--- src/rtl/dvfs_pkg.sv ---
package dvfs_pkg;
  typedef enum logic [1:0] {
    ACT_HOLD = 2'd0,
    ACT_DOWN = 2'd1,
    ACT_UP   = 2'd2
  } dvfs_act_e;
endpackage

--- src/rtl/dvfs_lvl_reg.sv ---
module dvfs_lvl_reg #(
  parameter int V_MAX  = 3,
  parameter int F_STEP = 2,
  parameter int F_SPAN = 3,
  parameter int VW     = 2,
  parameter int FW     = 4
) (
  input  logic          clk_i,
  input  logic          rst_ni,
  input  logic          tick_i,
  input  logic          slow_i,
  input  logic          dn_i,
  input  logic          up_i,
  output logic [VW-1:0] v_o,
  output logic [FW-1:0] f_o
);
  logic [VW-1:0] v_q;
  logic [FW-1:0] f_q, f_lo, f_hi;

  assign f_lo = FW'(v_q) * FW'(F_STEP);
  assign f_hi = f_lo + FW'(F_SPAN - 1);

  // f is kept across a voltage step: F_SPAN-1 >= F_STEP keeps it in the new window
  always_ff @(posedge clk_i or negedge rst_ni) begin
    if (!rst_ni) begin
      v_q <= '0;
      f_q <= '0;
    end else if (tick_i && dn_i) begin
      if (f_q > f_lo)                   f_q <= f_q - 1'b1;
      else if (slow_i && v_q != '0)     v_q <= v_q - 1'b1;
    end else if (tick_i && up_i) begin
      if (f_q < f_hi)                   f_q <= f_q + 1'b1;
      else if (slow_i && v_q != VW'(V_MAX)) v_q <= v_q + 1'b1;
    end
  end

  assign v_o = v_q;
  assign f_o = f_q;

  AST_PAIR_LEGAL: assert property (@(posedge clk_i) disable iff (!rst_ni)
    (f_q >= f_lo) && (f_q <= f_hi) && (v_q <= VW'(V_MAX)));
  AST_V_SLOW_ONLY: assert property (@(posedge clk_i) disable iff (!rst_ni)
    !(tick_i && slow_i) |=> $stable(v_q));
  AST_LVL_QUIET: assert property (@(posedge clk_i) disable iff (!rst_ni)
    !tick_i |=> ($stable(v_q) && $stable(f_q)));
  AST_F_ONE_STEP: assert property (@(posedge clk_i) disable iff (!rst_ni)
    tick_i |=> (f_q == $past(f_q) || f_q == $past(f_q) + 1'b1 || f_q + 1'b1 == $past(f_q)));
endmodule

--- src/rtl/dvfs_pwr_est.sv ---
module dvfs_pwr_est #(
  parameter int UTIL_W = 4,
  parameter int VW     = 2,
  parameter int FW     = 4,
  parameter int TW     = 8,
  parameter int EW     = 12
) (
  input  logic [UTIL_W-1:0] util_i,
  input  logic [VW-1:0]     v_i,
  input  logic [FW-1:0]     f_i,
  output logic [EW-1:0]     est_o
);
  logic [TW-1:0] vp1, fp1, wgt;

  // weight ~ V^2 * F on level indices
  assign vp1   = TW'(v_i) + TW'(1);
  assign fp1   = TW'(f_i) + TW'(1);
  assign wgt   = vp1 * vp1 * fp1;
  assign est_o = EW'(util_i) * EW'(wgt);
endmodule

--- src/rtl/dvfs_sel_sum.sv ---
module dvfs_sel_sum #(
  parameter int N_CORES = 3,
  parameter int EW      = 12,
  parameter int PWR_W   = 16,
  parameter int IW      = 2
) (
  input  logic [N_CORES*EW-1:0] est_i,
  output logic [PWR_W-1:0]      sum_o,
  output logic [IW-1:0]         max_idx_o
);
  localparam int WW = ((EW > PWR_W) ? EW : PWR_W) + $clog2(N_CORES) + 1;
  localparam logic [WW-1:0] SAT = WW'({PWR_W{1'b1}});

  logic [WW-1:0] acc;
  logic [EW-1:0] best;

  always_comb begin
    acc       = '0;
    best      = '0;
    max_idx_o = '0;
    for (int i = 0; i < N_CORES; i++) begin
      acc = acc + WW'(est_i[i*EW +: EW]);
      // strict compare: lowest index keeps a tie
      if (est_i[i*EW +: EW] > best) begin
        best      = est_i[i*EW +: EW];
        max_idx_o = IW'(i);
      end
    end
    sum_o = (acc > SAT) ? {PWR_W{1'b1}} : acc[PWR_W-1:0];
  end
endmodule

--- src/rtl/dvfs_cap_ctrl.sv ---
module dvfs_cap_ctrl
  import dvfs_pkg::*;
#(
  parameter int N_CORES  = 3,
  parameter int UTIL_W   = 4,
  parameter int V_MAX    = 3,
  parameter int F_STEP   = 2,
  parameter int F_SPAN   = 3,
  parameter int SLOW_DIV = 5,
  parameter int PWR_W    = 16,
  parameter int GUARD    = 64,
  parameter int CNT_W    = 8,
  localparam int VW      = $clog2(V_MAX + 1),
  localparam int F_MAX   = V_MAX * F_STEP + F_SPAN - 1,
  localparam int FW      = $clog2(F_MAX + 1)
) (
  input  logic                      clk_i,
  input  logic                      rst_ni,
  input  logic                      tick_i,
  input  logic [N_CORES*UTIL_W-1:0] util_i,
  input  logic [PWR_W-1:0]          budget_i,
  output logic [N_CORES*VW-1:0]     vlvl_o,
  output logic [N_CORES*FW-1:0]     flvl_o,
  output logic                      over_o,
  output logic [CNT_W-1:0]          over_cnt_o
);
  localparam int TW = $clog2((V_MAX + 1) * (V_MAX + 1) * (F_MAX + 1) + 1);
  localparam int EW = UTIL_W + TW;
  localparam int IW = (N_CORES > 1) ? $clog2(N_CORES) : 1;
  localparam int SW = (SLOW_DIV > 1) ? $clog2(SLOW_DIV) : 1;

  logic [N_CORES*EW-1:0] est;
  logic [PWR_W-1:0]      sum, slack;
  logic [IW-1:0]         max_idx, rr_q;
  logic [SW-1:0]         slot_q;
  logic                  slow, over_now, under_now;
  logic                  over_q;
  logic [CNT_W-1:0]      cnt_q;
  dvfs_act_e             act;
  logic [N_CORES-1:0]    dn_vec, up_vec;

  for (genvar g = 0; g < N_CORES; g++) begin : g_core
    dvfs_pwr_est #(
      .UTIL_W(UTIL_W), .VW(VW), .FW(FW), .TW(TW), .EW(EW)
    ) u_est (
      .util_i(util_i[g*UTIL_W +: UTIL_W]),
      .v_i   (vlvl_o[g*VW +: VW]),
      .f_i   (flvl_o[g*FW +: FW]),
      .est_o (est[g*EW +: EW])
    );

    assign dn_vec[g] = (act == ACT_DOWN) && (max_idx == IW'(g));
    assign up_vec[g] = (act == ACT_UP)   && (rr_q == IW'(g));

    dvfs_lvl_reg #(
      .V_MAX(V_MAX), .F_STEP(F_STEP), .F_SPAN(F_SPAN), .VW(VW), .FW(FW)
    ) u_lvl (
      .clk_i (clk_i),
      .rst_ni(rst_ni),
      .tick_i(tick_i),
      .slow_i(slow),
      .dn_i  (dn_vec[g]),
      .up_i  (up_vec[g]),
      .v_o   (vlvl_o[g*VW +: VW]),
      .f_o   (flvl_o[g*FW +: FW])
    );
  end

  dvfs_sel_sum #(
    .N_CORES(N_CORES), .EW(EW), .PWR_W(PWR_W), .IW(IW)
  ) u_sel (
    .est_i    (est),
    .sum_o    (sum),
    .max_idx_o(max_idx)
  );

  assign slow      = (slot_q == '0);
  assign over_now  = (sum > budget_i);
  assign slack     = budget_i - sum;
  assign under_now = !over_now && (slack > PWR_W'(GUARD));

  always_comb begin
    if (over_now)       act = ACT_DOWN;
    else if (under_now) act = ACT_UP;
    else                act = ACT_HOLD;
  end

  always_ff @(posedge clk_i or negedge rst_ni) begin
    if (!rst_ni) begin
      slot_q <= '0;
      rr_q   <= '0;
      over_q <= 1'b0;
      cnt_q  <= '0;
    end else if (tick_i) begin
      slot_q <= (slot_q == SW'(SLOW_DIV - 1)) ? '0 : slot_q + 1'b1;
      over_q <= over_now;
      if (act == ACT_UP)
        rr_q <= (rr_q == IW'(N_CORES - 1)) ? '0 : rr_q + 1'b1;
      if (over_now && cnt_q != {CNT_W{1'b1}})
        cnt_q <= cnt_q + 1'b1;
    end
  end

  assign over_o     = over_q;
  assign over_cnt_o = cnt_q;

  // previous-cycle copies for the at-most-one-core check
  logic [N_CORES*VW-1:0] v_prev;
  logic [N_CORES*FW-1:0] f_prev;
  logic [N_CORES-1:0]    moved;
  always_ff @(posedge clk_i or negedge rst_ni) begin
    if (!rst_ni) begin
      v_prev <= '0;
      f_prev <= '0;
    end else begin
      v_prev <= vlvl_o;
      f_prev <= flvl_o;
    end
  end
  for (genvar g = 0; g < N_CORES; g++) begin : g_mv
    assign moved[g] = (v_prev[g*VW +: VW] != vlvl_o[g*VW +: VW]) ||
                      (f_prev[g*FW +: FW] != flvl_o[g*FW +: FW]);
  end

  AST_ONE_CORE_MOVES: assert property (@(posedge clk_i) disable iff (!rst_ni)
    $onehot0(moved));
  AST_CNT_MONO: assert property (@(posedge clk_i) disable iff (!rst_ni)
    1'b1 |=> (over_cnt_o >= $past(over_cnt_o)));
  AST_FLAG_QUIET: assert property (@(posedge clk_i) disable iff (!rst_ni)
    !tick_i |=> ($stable(over_o) && $stable(over_cnt_o)));
  AST_CNT_ON_OVER: assert property (@(posedge clk_i) disable iff (!rst_ni)
    (over_cnt_o != $past(over_cnt_o)) |-> over_o);
endmodule

--- config.mk ---
export PLATFORM = sky130hd
export DESIGN_NAME = dvfs_cap_ctrl
export DESIGN_NICKNAME = d
export VERILOG_FILES = /design/src/rtl/dvfs_pkg.sv /design/src/rtl/dvfs_lvl_reg.sv /design/src/rtl/dvfs_pwr_est.sv /design/src/rtl/dvfs_sel_sum.sv /design/src/rtl/dvfs_cap_ctrl.sv
export SDC_FILE = /design/constraint.sdc
export NUM_CORES = 1
export LEC_CHECK = 0
export ABC_AREA = 1
export CAP_MARGIN = 15
export CORE_AREA = 2 2 173 175
export CTS_CLUSTER_DIAMETER = 30
export DETAILED_ROUTE_END_ITERATION = 8
export DIE_AREA = 0 0 175 177
export SLEW_MARGIN = 5
export SYNTH_ARGS = -nofsm -noshare
export SYNTH_HDL_FRONTEND = slang
export SYNTH_SLANG_ARGS = --single-unit
--- constraint.sdc ---
create_clock -name clk_i -period 8.5 [get_ports clk_i]
set_clock_uncertainty 0.05 [all_clocks]
set_input_delay 1.275 -clock clk_i [delete_from_list [all_inputs] [get_ports clk_i]]
set_output_delay 1.275 -clock clk_i [all_outputs]
set_load 0.005 [all_outputs]
==> flow_summary.toml <==
[run_status]
outcome = "finished with violations"
violations = "setup timing"

[worst_hold_path]
hp-class = "reg2reg"

[layout]
stdcell_count = 2026
num-nets-final = 1909
fin_area_um2 = 13500
nFillCells = 2832
antenna-diode-count = 0
syn2layout_area_growth_pct = 42.8
drive_above_1_share_pct = 28.2
finalCoreUtilization_pct = 46.1

[timing]
max_freq_ghz = 0.114
finalSetupTns_ns = -2.56
worst_slack_ns = -0.243
max_slew_margin_pct = 46.2
fin_crit_sh_pct = 103
max_slew.worst_pin.slew_ns = 0.807
rsz0062_at_grt = "yes"
fin_crit_ns = 8.74
drv_slew = 0
setup_viol = 25
hold_violations = 0

[die]
rows = 63
io_pins = 58
core_area_um2 = 29200
initial_core_util_pct = 32.3
fp.dieH_um = 177
die_area_um2 = 31000
die_w_um = 175

[drt]
drt-total-wl_um = 24500
first_pass_iters = 4
ant_nets = 0
drc = 0
drtIter0Drc = 386
num_vias = 9204
viasPerCell = 4.54
wire_per_inst_um = 12.1

[place]
dp_hpwl_um = 20400
place_congestion = 0.862
postPlaceCellArea_um2 = 12200
dp_cells = 1963
io_buffers = 57

[worst_setup_path]
critPathMaxStageDelay_ns = 0.55
cp.required_ns = 8.63
path_buf_inv = 12
path_class = "reg2reg"
arrival_ns = 8.88
cp-end-kind = "flip-flop"
cpMaxStageDelayCell = "fa_1"
cp-start-kind = "flip-flop"
cp_top_family = "adder cells"
cp_max_fo = 4

[yosys]
syn-instance-count = 1350
synth.area.top_cells = "ha_1, fa_1, nand2_1"
synth-main-ff-cell = "dfrtp_1"
seq_area_frac_synth_pct = 8.48
yosys_register_bits = 32
synth_edf_count = 0
async_flop_share_pct = 100
synth_cell_types = 45
synth_top_area_share_pct = 24.2
synthTopCellsByCount = "nand2_1, inv_1, ha_1"
synth_largest_area_cell = "ha_1"
synth.most_common_cell = "nand2_1"
synth_warnings = 0
syn_avg_cell_area_um2 = 7.00
synthesis.area_um2 = 9440
syn-num-nets = 1624

[global_routing]
overflow = 0
antenna_found_initial = 0
grt_pass1_vias = 9297
grt.total_usage_pct = 15.8
grt_max_degree = 33
grt_pass1_wl_um = 41200

[clock_tree]
cts_root_buf = "clkbuf_16"
ctsHtreeMaxLevel = 2
clk_latency_ns = 0.29
ctsLongestPathBuffers = 2
numCtsBuffers = 5
clkTransAtPathRegs_ns = 0.06
cts_tree = "done"
clock-sinks = 32
cts_hold_buf = 0

[job]
maxCapViolCount = 0
==> sequential cells by signal, summed over array words and instances, names as in the netlist <==
signal and cells:
over_cnt_o 8, g_core.u_lvl.f_o 12, over_o 1, g_core.u_lvl.v_o 6, rr_q 2, slot_q 3
==> cell usage in the layout, fill, tap and decap left out, types with 13 or more instances in the layout <==
| cell | instances |
|---|---|
| a21oi_1 | 49 |
| o21ai_2 | 13 |
| dfrtp_1 | 28 |
| inv_1 | 241 |
| a21oi_2 | 25 |
| buf_6 | 16 |
| o21ai_0 | 19 |
| inv_2 | 30 |
| clkdlybuf4s50_1 | 56 |
| nor2_2 | 13 |
| nand2_2 | 20 |
| nand2_1 | 269 |
| ha_4 | 27 |
| nor2_1 | 109 |
| xnor2_1 | 23 |
| buf_4 | 208 |
| ha_1 | 153 |
| nand2_4 | 14 |
| nand3_1 | 62 |
| xor2_1 | 40 |
| fa_1 | 58 |
| xor2_2 | 13 |
==> path summary, 6_finish.rpt <==
check                                              startpoint                                 end  slack (ns)  cells after the start
max in group asynchronous                              rst_ni  g_core[1].u_lvl.v_o[0]$_DFFE_PN0P_        6.82                      1
hold / removal                      over_cnt_o[7]$_DFFE_PN0P_           over_cnt_o[7]$_DFFE_PN0P_        0.45                      1
hold reg to reg                     over_cnt_o[7]$_DFFE_PN0P_           over_cnt_o[7]$_DFFE_PN0P_        0.45                      1
min in group asynchronous                              rst_ni  g_core[0].u_lvl.f_o[1]$_DFFE_PN0P_        1.03                      1
setup reg to reg           g_core[0].u_lvl.f_o[1]$_DFFE_PN0P_  g_core[2].u_lvl.f_o[1]$_DFFE_PN0P_       -0.24                     49
setup / recovery           g_core[0].u_lvl.f_o[1]$_DFFE_PN0P_  g_core[2].u_lvl.f_o[1]$_DFFE_PN0P_       -0.24                     49
==> worst register-to-register path: cells and delay by family, from the launching register on <==
kind | cells | cell delay [ns]
xor+xnor | 6 | 1.12
compound gates | 8 | 1.11
simple gates | 13 | 1.32
fa+ha+maj | 10 | 3.64
flops | 1 | 0.39
buf+inv | 12 | 1.00
==> stage by stage <==
stage               setup slack, ns  hold WS [ns]
floorplan                   -0.0148         0.414
global placement             -0.370         0.442
detailed placement           -0.547         0.445
CTS                          -0.162         0.458
global route                 -0.729         0.510
finish                       -0.243         0.451
==> kinds of logic (layout without fill, tap and decap cells) <==
kind of cell | after synthesis | after routing | share of synthesized area [%]
simple gates | 555 | 555 | 25.6
buf+inv | 282 | 568 | 11.3
fa+ha+maj | 243 | 243 | 37.0
compound gates | 150 | 150 | 9.05
xor+xnor | 87 | 87 | 8.51
flops | 32 | 32 | 8.48
mux | 1 | 1 | 0.119
==> final cells by class <==
cell class	instances	area, um^2	share of cell area (%)
well taps	390	488	3.62
clock buffers	5	125	0.928
clock inverters	3	23.8	0.176
repair buffers	284	2360	17.5
multi-input cells	1036	8630	64.0
inverters	276	1050	7.79
flip-flops and latches	32	806	5.98
==> repair_timing <==
item,CTS,global route
hold endpoints to repair,0,0
pin swaps,57,57
buffers inserted,35,21
gates resized for setup,90,85
gates cloned,0,0
endpoints found under the setup margin,24,28
==> per-layer routing <==
| metal | routed length (um) | track usage [%] |
|---|---|---|
| met5 | 0 | 0 |
| met4 | 300 | 2.92 |
| met3 | 659 | 0.988 |
| met2 | 12200 | 29.3 |
| met1 | 11300 | 20.2 |
Power is not shown: default switching activity piles up to over one toggle a cycle in this logic, so the estimate is an artifact.
